**config.mk**
```make
export PLATFORM = sky130hd
export DESIGN_NAME = wdog_edge_timer
export DESIGN_NICKNAME = d
export VERILOG_FILES = /design/src/rtl/wdog_pkg.sv /design/src/rtl/wdog_in_sync.sv /design/src/rtl/wdog_period_sel.sv /design/src/rtl/wdog_count.sv /design/src/rtl/wdog_edge_timer.sv
export SDC_FILE = /design/constraint.sdc
export NUM_CORES = 1
export LEC_CHECK = 0
export BUFFER_PORTS_ARGS = -buffer_cell sky130_fd_sc_hd__buf_2
export CAP_MARGIN = 20
export CORE_MARGIN = 2
export CORE_UTILIZATION = 55
export CTS_CLUSTER_DIAMETER = 30
export DETAILED_ROUTE_END_ITERATION = 10
export PLACE_DENSITY_LB_ADDON = 0.25
export SYNTH_ARGS = -nofsm -noshare
export SYNTH_HDL_FRONTEND = slang
export SYNTH_SLANG_ARGS = --single-unit
```
**constraint.sdc**
```tcl
create_clock -name clk_i -period 1.6 [get_ports clk_i]
set_input_delay 0.16 -clock clk_i [delete_from_list [all_inputs] [get_ports clk_i]]
set_output_delay 0.16 -clock clk_i [all_outputs]
set_load 0.01 [all_outputs]
```
**src/rtl/wdog_pkg.sv**
```systemverilog
package wdog_pkg;
  typedef enum logic [1:0] {
    WD_SHORT = 2'b00,
    WD_MID   = 2'b01,
    WD_LONG  = 2'b10,
    WD_OFF   = 2'b11
  } wd_sel_e;
endpackage

```
**src/rtl/wdog_in_sync.sv**
```systemverilog
module wdog_in_sync #(
  parameter int unsigned STAGES = 2
) (
  input  logic clk_i,
  input  logic rst_ni,
  input  logic wdi_i,
  output logic kick_o
);
  logic [STAGES-1:0] sync_q;
  logic              prev_q;

  // idle level of a deselected chip-select is high
  for (genvar g = 0; g < STAGES; g++) begin : g_stage
    always_ff @(posedge clk_i or negedge rst_ni) begin
      if (!rst_ni) sync_q[g] <= 1'b1;
      else if (g == 0) sync_q[g] <= wdi_i;
      else sync_q[g] <= sync_q[(g == 0) ? 0 : g-1];
    end
  end

  always_ff @(posedge clk_i or negedge rst_ni) begin
    if (!rst_ni) prev_q <= 1'b1;
    else prev_q <= sync_q[STAGES-1];
  end

  assign kick_o = prev_q & ~sync_q[STAGES-1];
endmodule

```
**src/rtl/wdog_period_sel.sv**
```systemverilog
module wdog_period_sel
  import wdog_pkg::*;
#(
  parameter int unsigned CNT_W       = 8,
  parameter int unsigned SHORT_TICKS = 16,
  parameter int unsigned MID_TICKS   = 48,
  parameter int unsigned LONG_TICKS  = 128
) (
  input  logic             clk_i,
  input  logic             rst_ni,
  input  logic [1:0]       sel_i,
  output logic [CNT_W-1:0] limit_o,
  output logic             en_o,
  output logic             restart_o
);
  wd_sel_e sel_q;
  wd_sel_e sel_w;

  assign sel_w = wd_sel_e'(sel_i);

  always_ff @(posedge clk_i or negedge rst_ni) begin
    if (!rst_ni) sel_q <= WD_OFF;
    else sel_q <= sel_w;
  end

  assign restart_o = (sel_q != sel_w);

  always_comb begin
    en_o    = 1'b1;
    limit_o = CNT_W'(SHORT_TICKS);
    unique case (sel_w)
      WD_SHORT: limit_o = CNT_W'(SHORT_TICKS);
      WD_MID:   limit_o = CNT_W'(MID_TICKS);
      WD_LONG:  limit_o = CNT_W'(LONG_TICKS);
      WD_OFF:   en_o    = 1'b0;
      default:  en_o    = 1'b0;
    endcase
  end
endmodule

```
**src/rtl/wdog_count.sv**
```systemverilog
module wdog_count #(
  parameter int unsigned CNT_W = 8
) (
  input  logic             clk_i,
  input  logic             rst_ni,
  input  logic             clr_i,
  input  logic             en_i,
  input  logic [CNT_W-1:0] limit_i,
  output logic [CNT_W-1:0] cnt_o,
  output logic             expire_o
);
  logic [CNT_W-1:0] cnt_q;
  logic             exp_q;

  always_ff @(posedge clk_i or negedge rst_ni) begin
    if (!rst_ni) begin
      cnt_q <= '0;
      exp_q <= 1'b0;
    end else begin
      exp_q <= 1'b0;
      if (clr_i || !en_i) begin
        cnt_q <= '0;
      end else if (cnt_q >= limit_i - 1'b1) begin
        // >= also covers a count left above a newly shortened limit
        cnt_q <= '0;
        exp_q <= 1'b1;
      end else begin
        cnt_q <= cnt_q + 1'b1;
      end
    end
  end

  assign cnt_o    = cnt_q;
  assign expire_o = exp_q;
endmodule

```
**src/rtl/wdog_edge_timer.sv**
```systemverilog
module wdog_edge_timer #(
  parameter int unsigned SYNC_STAGES = 2,
  parameter int unsigned SHORT_TICKS = 16,
  parameter int unsigned MID_TICKS   = 48,
  parameter int unsigned LONG_TICKS  = 128
) (
  input  logic       clk_i,
  input  logic       rst_ni,
  input  logic       sys_rst_i,
  input  logic       wdi_i,
  input  logic [1:0] period_sel_i,
  output logic       timeout_o
);
  localparam int unsigned CNT_W = $clog2(LONG_TICKS + 1);

  logic             kick_w;
  logic             restart_w;
  logic             en_w;
  logic [CNT_W-1:0] limit_w;
  logic [CNT_W-1:0] cnt_w;

  wdog_in_sync #(.STAGES(SYNC_STAGES)) u_sync (
    .clk_i  (clk_i),
    .rst_ni (rst_ni),
    .wdi_i  (wdi_i),
    .kick_o (kick_w)
  );

  wdog_period_sel #(
    .CNT_W       (CNT_W),
    .SHORT_TICKS (SHORT_TICKS),
    .MID_TICKS   (MID_TICKS),
    .LONG_TICKS  (LONG_TICKS)
  ) u_sel (
    .clk_i     (clk_i),
    .rst_ni    (rst_ni),
    .sel_i     (period_sel_i),
    .limit_o   (limit_w),
    .en_o      (en_w),
    .restart_o (restart_w)
  );

  wdog_count #(.CNT_W(CNT_W)) u_cnt (
    .clk_i    (clk_i),
    .rst_ni   (rst_ni),
    .clr_i    (sys_rst_i | kick_w | restart_w),
    .en_i     (en_w),
    .limit_i  (limit_w),
    .cnt_o    (cnt_w),
    .expire_o (timeout_o)
  );
endmodule

```
==> metrics, run 1 <==
final setup fails=0; root buf cell=clkbuf_4; dominant cell type by area after synthesis=dfrtp_1; largest net degree at the start of global routing=15; DR DRC count=0; fraction of layout cells with a size suffix above 1=0.3636; Max-Cap Viols=0; register bit total from synthesis=14; Synth Flop Type=dfrtp_1; placed inst area=794.5 sq um; Bufs and invs on worst path=0; Netlist cell types=19; DRT Wirelength=1.189 mm; initial antenna violation count=0; Critical Path End Type=flop; Post-synth ARST share=1.000; Largest stage delay, worst path=0.40 ns; YS warnings=0; die width=40.26 microns; CTS Buf Count=3; ant diodes=0; H-tree depth=1; sequential area share after synthesis=0.4931; Startpoint Class=flop; synthesis-to-finish area growth=22.66%; HP Class=in -> reg; Core Area=0.001269 sq mm; switch share=0.2162; Req. time, crit path=1.77 ns; crit path DAT=1.68 ns; Comb pwr share=0.089; WL/cell=12.92 microns; NetSw=147.1 uW; # IOs=7; Fillers=96; final period utilization=0.9450; Skew-Pair Late Insertion Delay=0.27 ns; Seq pwr share=0.544; vias per inst=5.380; setup TNS=0 ns; dominant cells by area after synthesis=dfrtp_1 31%, dfstp_2 18%, ha_1 14%; average cell area after synthesis=11.86 sq um; synth cell count leaders=9 x dfrtp_1, 8 x ha_1, 5 x dfstp_2, 5 x nor4_1; final core occ=0.6992; crit-path max FO=9; Clock transition at path regs=0.09 ns; CTS Sinks=14; static leakage=0.0003700 uW; TritonCTS clock tree=yes; First DRT Iteration DRCs=10; Cells after Synth=61; Int Pwr=533.0 uW; slowest stage cell, crit path=dfrtp_1; clock buffer depth=2; GRT Total Usage=0.1784; # rows=13; global-route wire length before repair=1.835 mm; post-synth top area share=0.3114; HPWL Detailed=827.2 microns; initial core utilization=0.5700; Top delay family on crit path=compound AO/OA/AOI/OAI gates; Vias=495; PortBufs=6; Clock power frac=0.367; Post-synth EDFFs=0; Initial DRT Pass Iterations=5; Max Transition Viols Final=0; Synthesized Nets=75; GRT overflow=0; Antenna Nets Post-Route=0; die span in y=40.26 microns; total die area=0.001621 sq mm; top-count cell post-synth=dfrtp_1; Peak VDD IR=0.5183 mV; Max Fclk=0.6613 GHz; final hold vios=0; Slew headroom=0.6625; total power divided by cell area=766.6 mW/mm^2; Synth Cell Area=723.2 sq um; clk_skew=0.004235 ns; CP Cell Sequence=ha_1, a21oi_2, o21ai_4, a2111oi_2; vias in the first global route=419; design area=887.1 sq um; Slew @ Worst Pin=0.5058 ns; post-route minimum period=1.512 ns; Crit Path Category=reg -> reg; RePlAce Congestion=0.7565; fin nets=92; status=complete, no violations
[worst reg2reg max path: stages (launching register included)]
cell	delay, ns
dfrtp_1	0.40
ha_1	0.34
a21oi_2	0.19
o21ai_4	0.14
a2111oi_2	0.34
[logic make-up after synthesis]
group | after synthesis | share of synthesized area
simple gates | 18 | 0.1401
flops | 14 | 0.4931
compound gates | 11 | 0.1349
fa+ha+maj | 8 | 0.1384
xor+xnor | 6 | 0.07266
buf+inv | 4 | 0.02076
[state kept, by name, summed over array words and instances (netlist names)]
signal / flops
u_sync.prev_q: 1
u_sel.sel_q: 2
u_cnt.expire_o: 1
u_cnt.cnt_o: 8
u_sync.sync_q: 2
[cells in the final DEF, fill, tap and decap left out, drive strengths merged]
| cell type | netlist | final |
|---|---|---|
| nand4 | 2 | 2 |
| o2111ai | 1 | 1 |
| nor2 | 2 | 2 |
| dfrtp | 9 | 9 |
| clkbuf | 0 | 4 |
| o21ba | 1 | 1 |
| o21ai | 4 | 4 |
| buf | 0 | 10 |
| xnor2 | 4 | 4 |
| dlygate4sd3 | 0 | 2 |
| inv | 4 | 4 |
| a2111oi | 3 | 3 |
| or3 | 3 | 3 |
| nand2 | 3 | 3 |
| nor4 | 5 | 5 |
| xor2 | 2 | 2 |
| ha | 8 | 8 |
| nand3 | 3 | 3 |
| a21oi | 2 | 2 |
| dfstp | 5 | 5 |
[power groups by stage]
stage	Clock (uW)	Sequential [uW]	Combinational [uW]
2_1_floorplan	0	376	27.1
3_3_place_gp	0	376	51.8
3_5_place_dp	0	377	53.2
4_1_cts	257	370	58.0
5_1_grt	276	371	67.8
6_report	249	370	60.7
[what timing repair did]
action / CTS / global route
resized for setup: 1 / 4
pin swaps: 0 / 1
setup endpoints to repair: 6 / 7
cloned: 0 / 0
setup buffers: 0 / 1
endpoints found under the hold margin: 10 / 0
hold buffers: 2 / 0
[worst paths after layout]
| path | start | end | slack (ns) | depth (start not counted) |
|---|---|---|---|---|
| setup reg to reg | u_cnt.cnt_o[7] | u_cnt.cnt_o[7] | 0.09 | 4 |
| max in group asynchronous | rst_ni | u_sel.sel_q[1] | 1.03 | 2 |
| hold reg to reg | u_sync.sync_q[0] | u_sync.sync_q[1] | 0.36 | 0 |
| min in group asynchronous | rst_ni | u_cnt.cnt_o[1] | 0.29 | 2 |
| hold / removal | period_sel_i[0] | u_sel.sel_q[0] | 0.12 | 2 |
| setup / recovery | u_cnt.cnt_o[7] | u_cnt.cnt_o[7] | 0.09 | 4 |
[metrics by stage]
step	instances	worst slack, ns	power, uW	hold slack, ns
final	92	0.08793	680.1	0.1189
after global routing	92	-0.007771	715.1	0.1250
after CTS	91	0.05542	685.4	0.1149
after detailed placement	85	-0.2659	430.0	0.06326
after global placement	85	-0.2341	428.3	0.06357
after floorplan	61	0.03943	403.1	-0.1356
[metal layers]
metal	global-route usage	vias to the layer above	wire, microns
met1	0.2464	229	611
met2	0.2621	5	543
li1	-	259	-
met4	0.1000	0	14
met3	0.03333	2	20
met5	0	-	0
[cell type report]
type	count	area, sq um	area share
multi-input cells	43	380.4	0.4288
inverters	4	15.01	0.01693
clock buffers	4	36.28	0.04090
flip-flops and latches	14	356.6	0.4020
well taps	15	18.77	0.02116
repair buffers	12	80.08	0.09027
(Power assumes the default switching activity.)
==> run 2: changes to the inputs <==
--- a/config.mk
+++ b/config.mk
@@ -14,4 +14,5 @@
 export PLACE_DENSITY_LB_ADDON = 0.25
 export SYNTH_ARGS = -nofsm -noshare
 export SYNTH_HDL_FRONTEND = slang
+export SYNTH_HIERARCHICAL = 1
 export SYNTH_SLANG_ARGS = --single-unit
==> run 2 against run 1 <==
Effect of this change: the run now ends with setup timing left; worst hold slack better by 0.045 ns; sequential share of layout area decreased by 11 points; highest routed layer unchanged; via count grew 43%; synthesized area rose by 29%; sequential power about the same; largest cell class unchanged; synthesized cell count grew 48%; clock skew shrank 0.00079 ns; largest power group unchanged; routed wire length increased by 72%; sequential cell count unchanged; die area is 26% higher.
==> metrics, run 2 <==
status=finished with violations; failing checks=setup timing; HP Class=in -> reg; PortBufs=6; top-count cell post-synth=ha_1; Vias=708; Req. time, crit path=1.82 ns; Hold Path Depth=2; RSZ-0062 raised after global routing=yes; max reg flops=8; most frequent cells in the layout=16 x buf_4, 10 x ha_1, 9 x dfrtp_1; synth cell count leaders=10 x ha_1, 9 x dfrtp_1, 9 x nor2_1; sequential area share after synthesis=0.3810; Crit Path Category=reg -> reg; total power divided by cell area=630.3 mW/mm^2; Cells after Synth=90; Max-Cap Viols=0; average cell area after synthesis=10.40 sq um; commonest non-fill, non-tap cell in the layout=buf_4; Clock transition at path regs=0.09 ns; GRT overflow=0; final setup fails=9; total die area=0.002048 sq mm; die width=45.25 microns; Bufs and invs on worst path=0; Worst Reg-to-Reg Cells=7; flop2flop setup slack=-0.33 ns; ant diodes=0; die span in y=45.25 microns; WL/cell=15.38 microns; root buf cell=clkbuf_4; synthesis-to-finish area growth=32.09%; post-synth top area share=0.2406; crit path DAT=2.15 ns; final hold vios=0; post-route minimum period=1.932 ns; Simple-Gate Fraction of Synth Area=0.2032; vias in the first global route=748; initial core utilization=0.6003; multiplexer share of the synthesized area=0; initial antenna violation count=0; dominant cell type by area after synthesis=dfrtp_1; Synth Cell Area=935.9 sq um; Skew-Pair Late Insertion Delay=0.28 ns; CP Cell Sequence=xnor2_1, nand2_1, or3_1, nand2b_4, a211oi_2, o31ai_4, nor2_2; slowest stage cell, crit path=dfstp_2; Post-synth ARST share=1.000; First DRT Iteration DRCs=4; vias per inst=5.323; CTS Buf Count=3; Critical Path End Type=flop; xor and xnor area share after synthesis=0.1310; DR DRC count=0; dominant cells by area after synthesis=dfrtp_1 24%, dfstp_2 14%, ha_1 13%; TritonCTS clock tree=yes; fin nets=134; hold_sp=period_sel_i[1]; reg-to-reg startpoint=u_sel/sel_q[0]; clk_skew=0.003449 ns; RePlAce Congestion=0.8325; static leakage=0.0005938 uW; HPWL Detailed=1.319 mm; Netlist cell types=28; Compound-Gate Fraction of Synth Area=0.09091; largest family of logic cells by synthesized area=simple AND/OR/NAND/NOR gates; YS warnings=6; Hold Crit Endpoint=u_sel/sel_q[1]; final period utilization=1.207; RR Endpoint=u_cnt/cnt_o[4]; final setup margin=-0.3319 ns; clock buffer depth=2; Max Transition Viols Final=0; CTS Sinks=14; GRT Total Usage=0.2251; WHS=0.1639 ns; Post-Synth Adder-Cell Area=0.1337; Synth Flop Type=dfrtp_1; fraction of layout cells with a size suffix above 1=0.4188; Largest stage delay, worst path=0.53 ns; Max Fclk=0.5176 GHz; # rows=14; Top delay family on crit path=simple AND/OR/NAND/NOR gates; Peak VDD IR=0.5445 mV; crit-path max FO=7; register bit total from synthesis=14; Core Area=0.001559 sq mm; # IOs=7; Initial DRT Pass Iterations=4; power after layout=779.2 uW; Post-synth EDFFs=0; global-route wire length before repair=3.208 mm; DRT Wirelength=2.045 mm; H-tree depth=1; largest net degree at the start of global routing=15; Antenna Nets Post-Route=0; Startpoint Class=flop
==> run 2: worst max path at each step <==
stage / start / to / cells after the start
2_1_floorplan: period_sel_i[0] / u_cnt/cnt_o[1] / 10
3_3_place_gp: period_sel_i[0] / u_cnt/cnt_o[2] / 11
3_5_place_dp: period_sel_i[0] / u_cnt/cnt_o[4] / 11
4_1_cts: period_sel_i[0] / u_cnt/cnt_o[4] / 11
5_1_grt: u_sel/sel_q[0] / u_cnt/cnt_o[5] / 7
6_report: u_sel/sel_q[0] / u_cnt/cnt_o[4] / 7
==> run 2: layout make-up <==
class | instances | area [sq um]
clock buffer | 4 | 36.28
fill | 89 | 322.8
inverter | 4 | 15.01
multi-input combinational | 71 | 631.9
sequential | 14 | 356.6
tap | 16 | 20.02
timing repair buffer | 24 | 176.4
==> run 2: metal layers <==
layer	vias to the layer above	share of wire	wire, microns	GRT usage
met1	340	0.41	833	0.2513
met3	4	0.031	64	0.06400
li1	350	-	-	-
met2	14	0.54	1105	0.4057
met4	0	0.021	42	0.07647
met5	-	0	0	0
==> run 2: power breakdown <==
group	total (uW)	switching, uW	leakage (uW)	internal, uW
Clock	254	116	0.0000210	138
Combinational	154	78.8	0.000395	75.6
Sequential	371	4.19	0.000178	367
Total	779	199	0.000594	581
==> run 2: worst register-to-register path, delay by kind of cell, from the launching register on <==
kind	cells	cell delay, ns
flip-flops	1	0.53
AO/OA/AOI/OAI	2	0.48
AND/OR/NAND/NOR	4	0.73
XOR/XNOR	1	0.13
==> run 2: timing repair <==
item / 4_1_cts / 5_1_grt
endpoints found under the hold margin: 10 / 0
setup buffers: 2 / 2
endpoints found under the setup margin: 9 / 9
hold buffers: 2 / 0
pin swaps: 7 / 2
gates resized for setup: 10 / 3
==> run 2: cell families after synthesis <==
| logic type | after synthesis |
|---|---|
| adder cells (fa/ha/maj) | 10 |
| buffers and inverters | 9 |
| AND/OR/NAND/NOR | 34 |
| AO/OA/AOI/OAI | 8 |
| other | 1 |
| flip-flops | 14 |
| XOR/XNOR | 14 |
==> run 2: metrics by stage <==
| step | instance area [sq um] | utilization | setup WS [ns] | TNS (ns) | cells |
|---|---|---|---|---|---|
| 6_report | 1236 | 0.7929 | -0.3319 | -2.703 | 133 |
| 5_1_grt | 1236 | 0.7929 | -0.4315 | -3.545 | 133 |
| 4_1_cts | 1204 | 0.7721 | -0.2741 | -2.238 | 131 |
| 3_5_place_dp | 1080 | 0.6926 | -0.7093 | -5.927 | 124 |
| 3_3_place_gp | 1080 | 0.6926 | -0.5988 | -5.198 | 124 |
| 2_1_floorplan | 969.7 | - | -0.3454 | -2.896 | 94 |
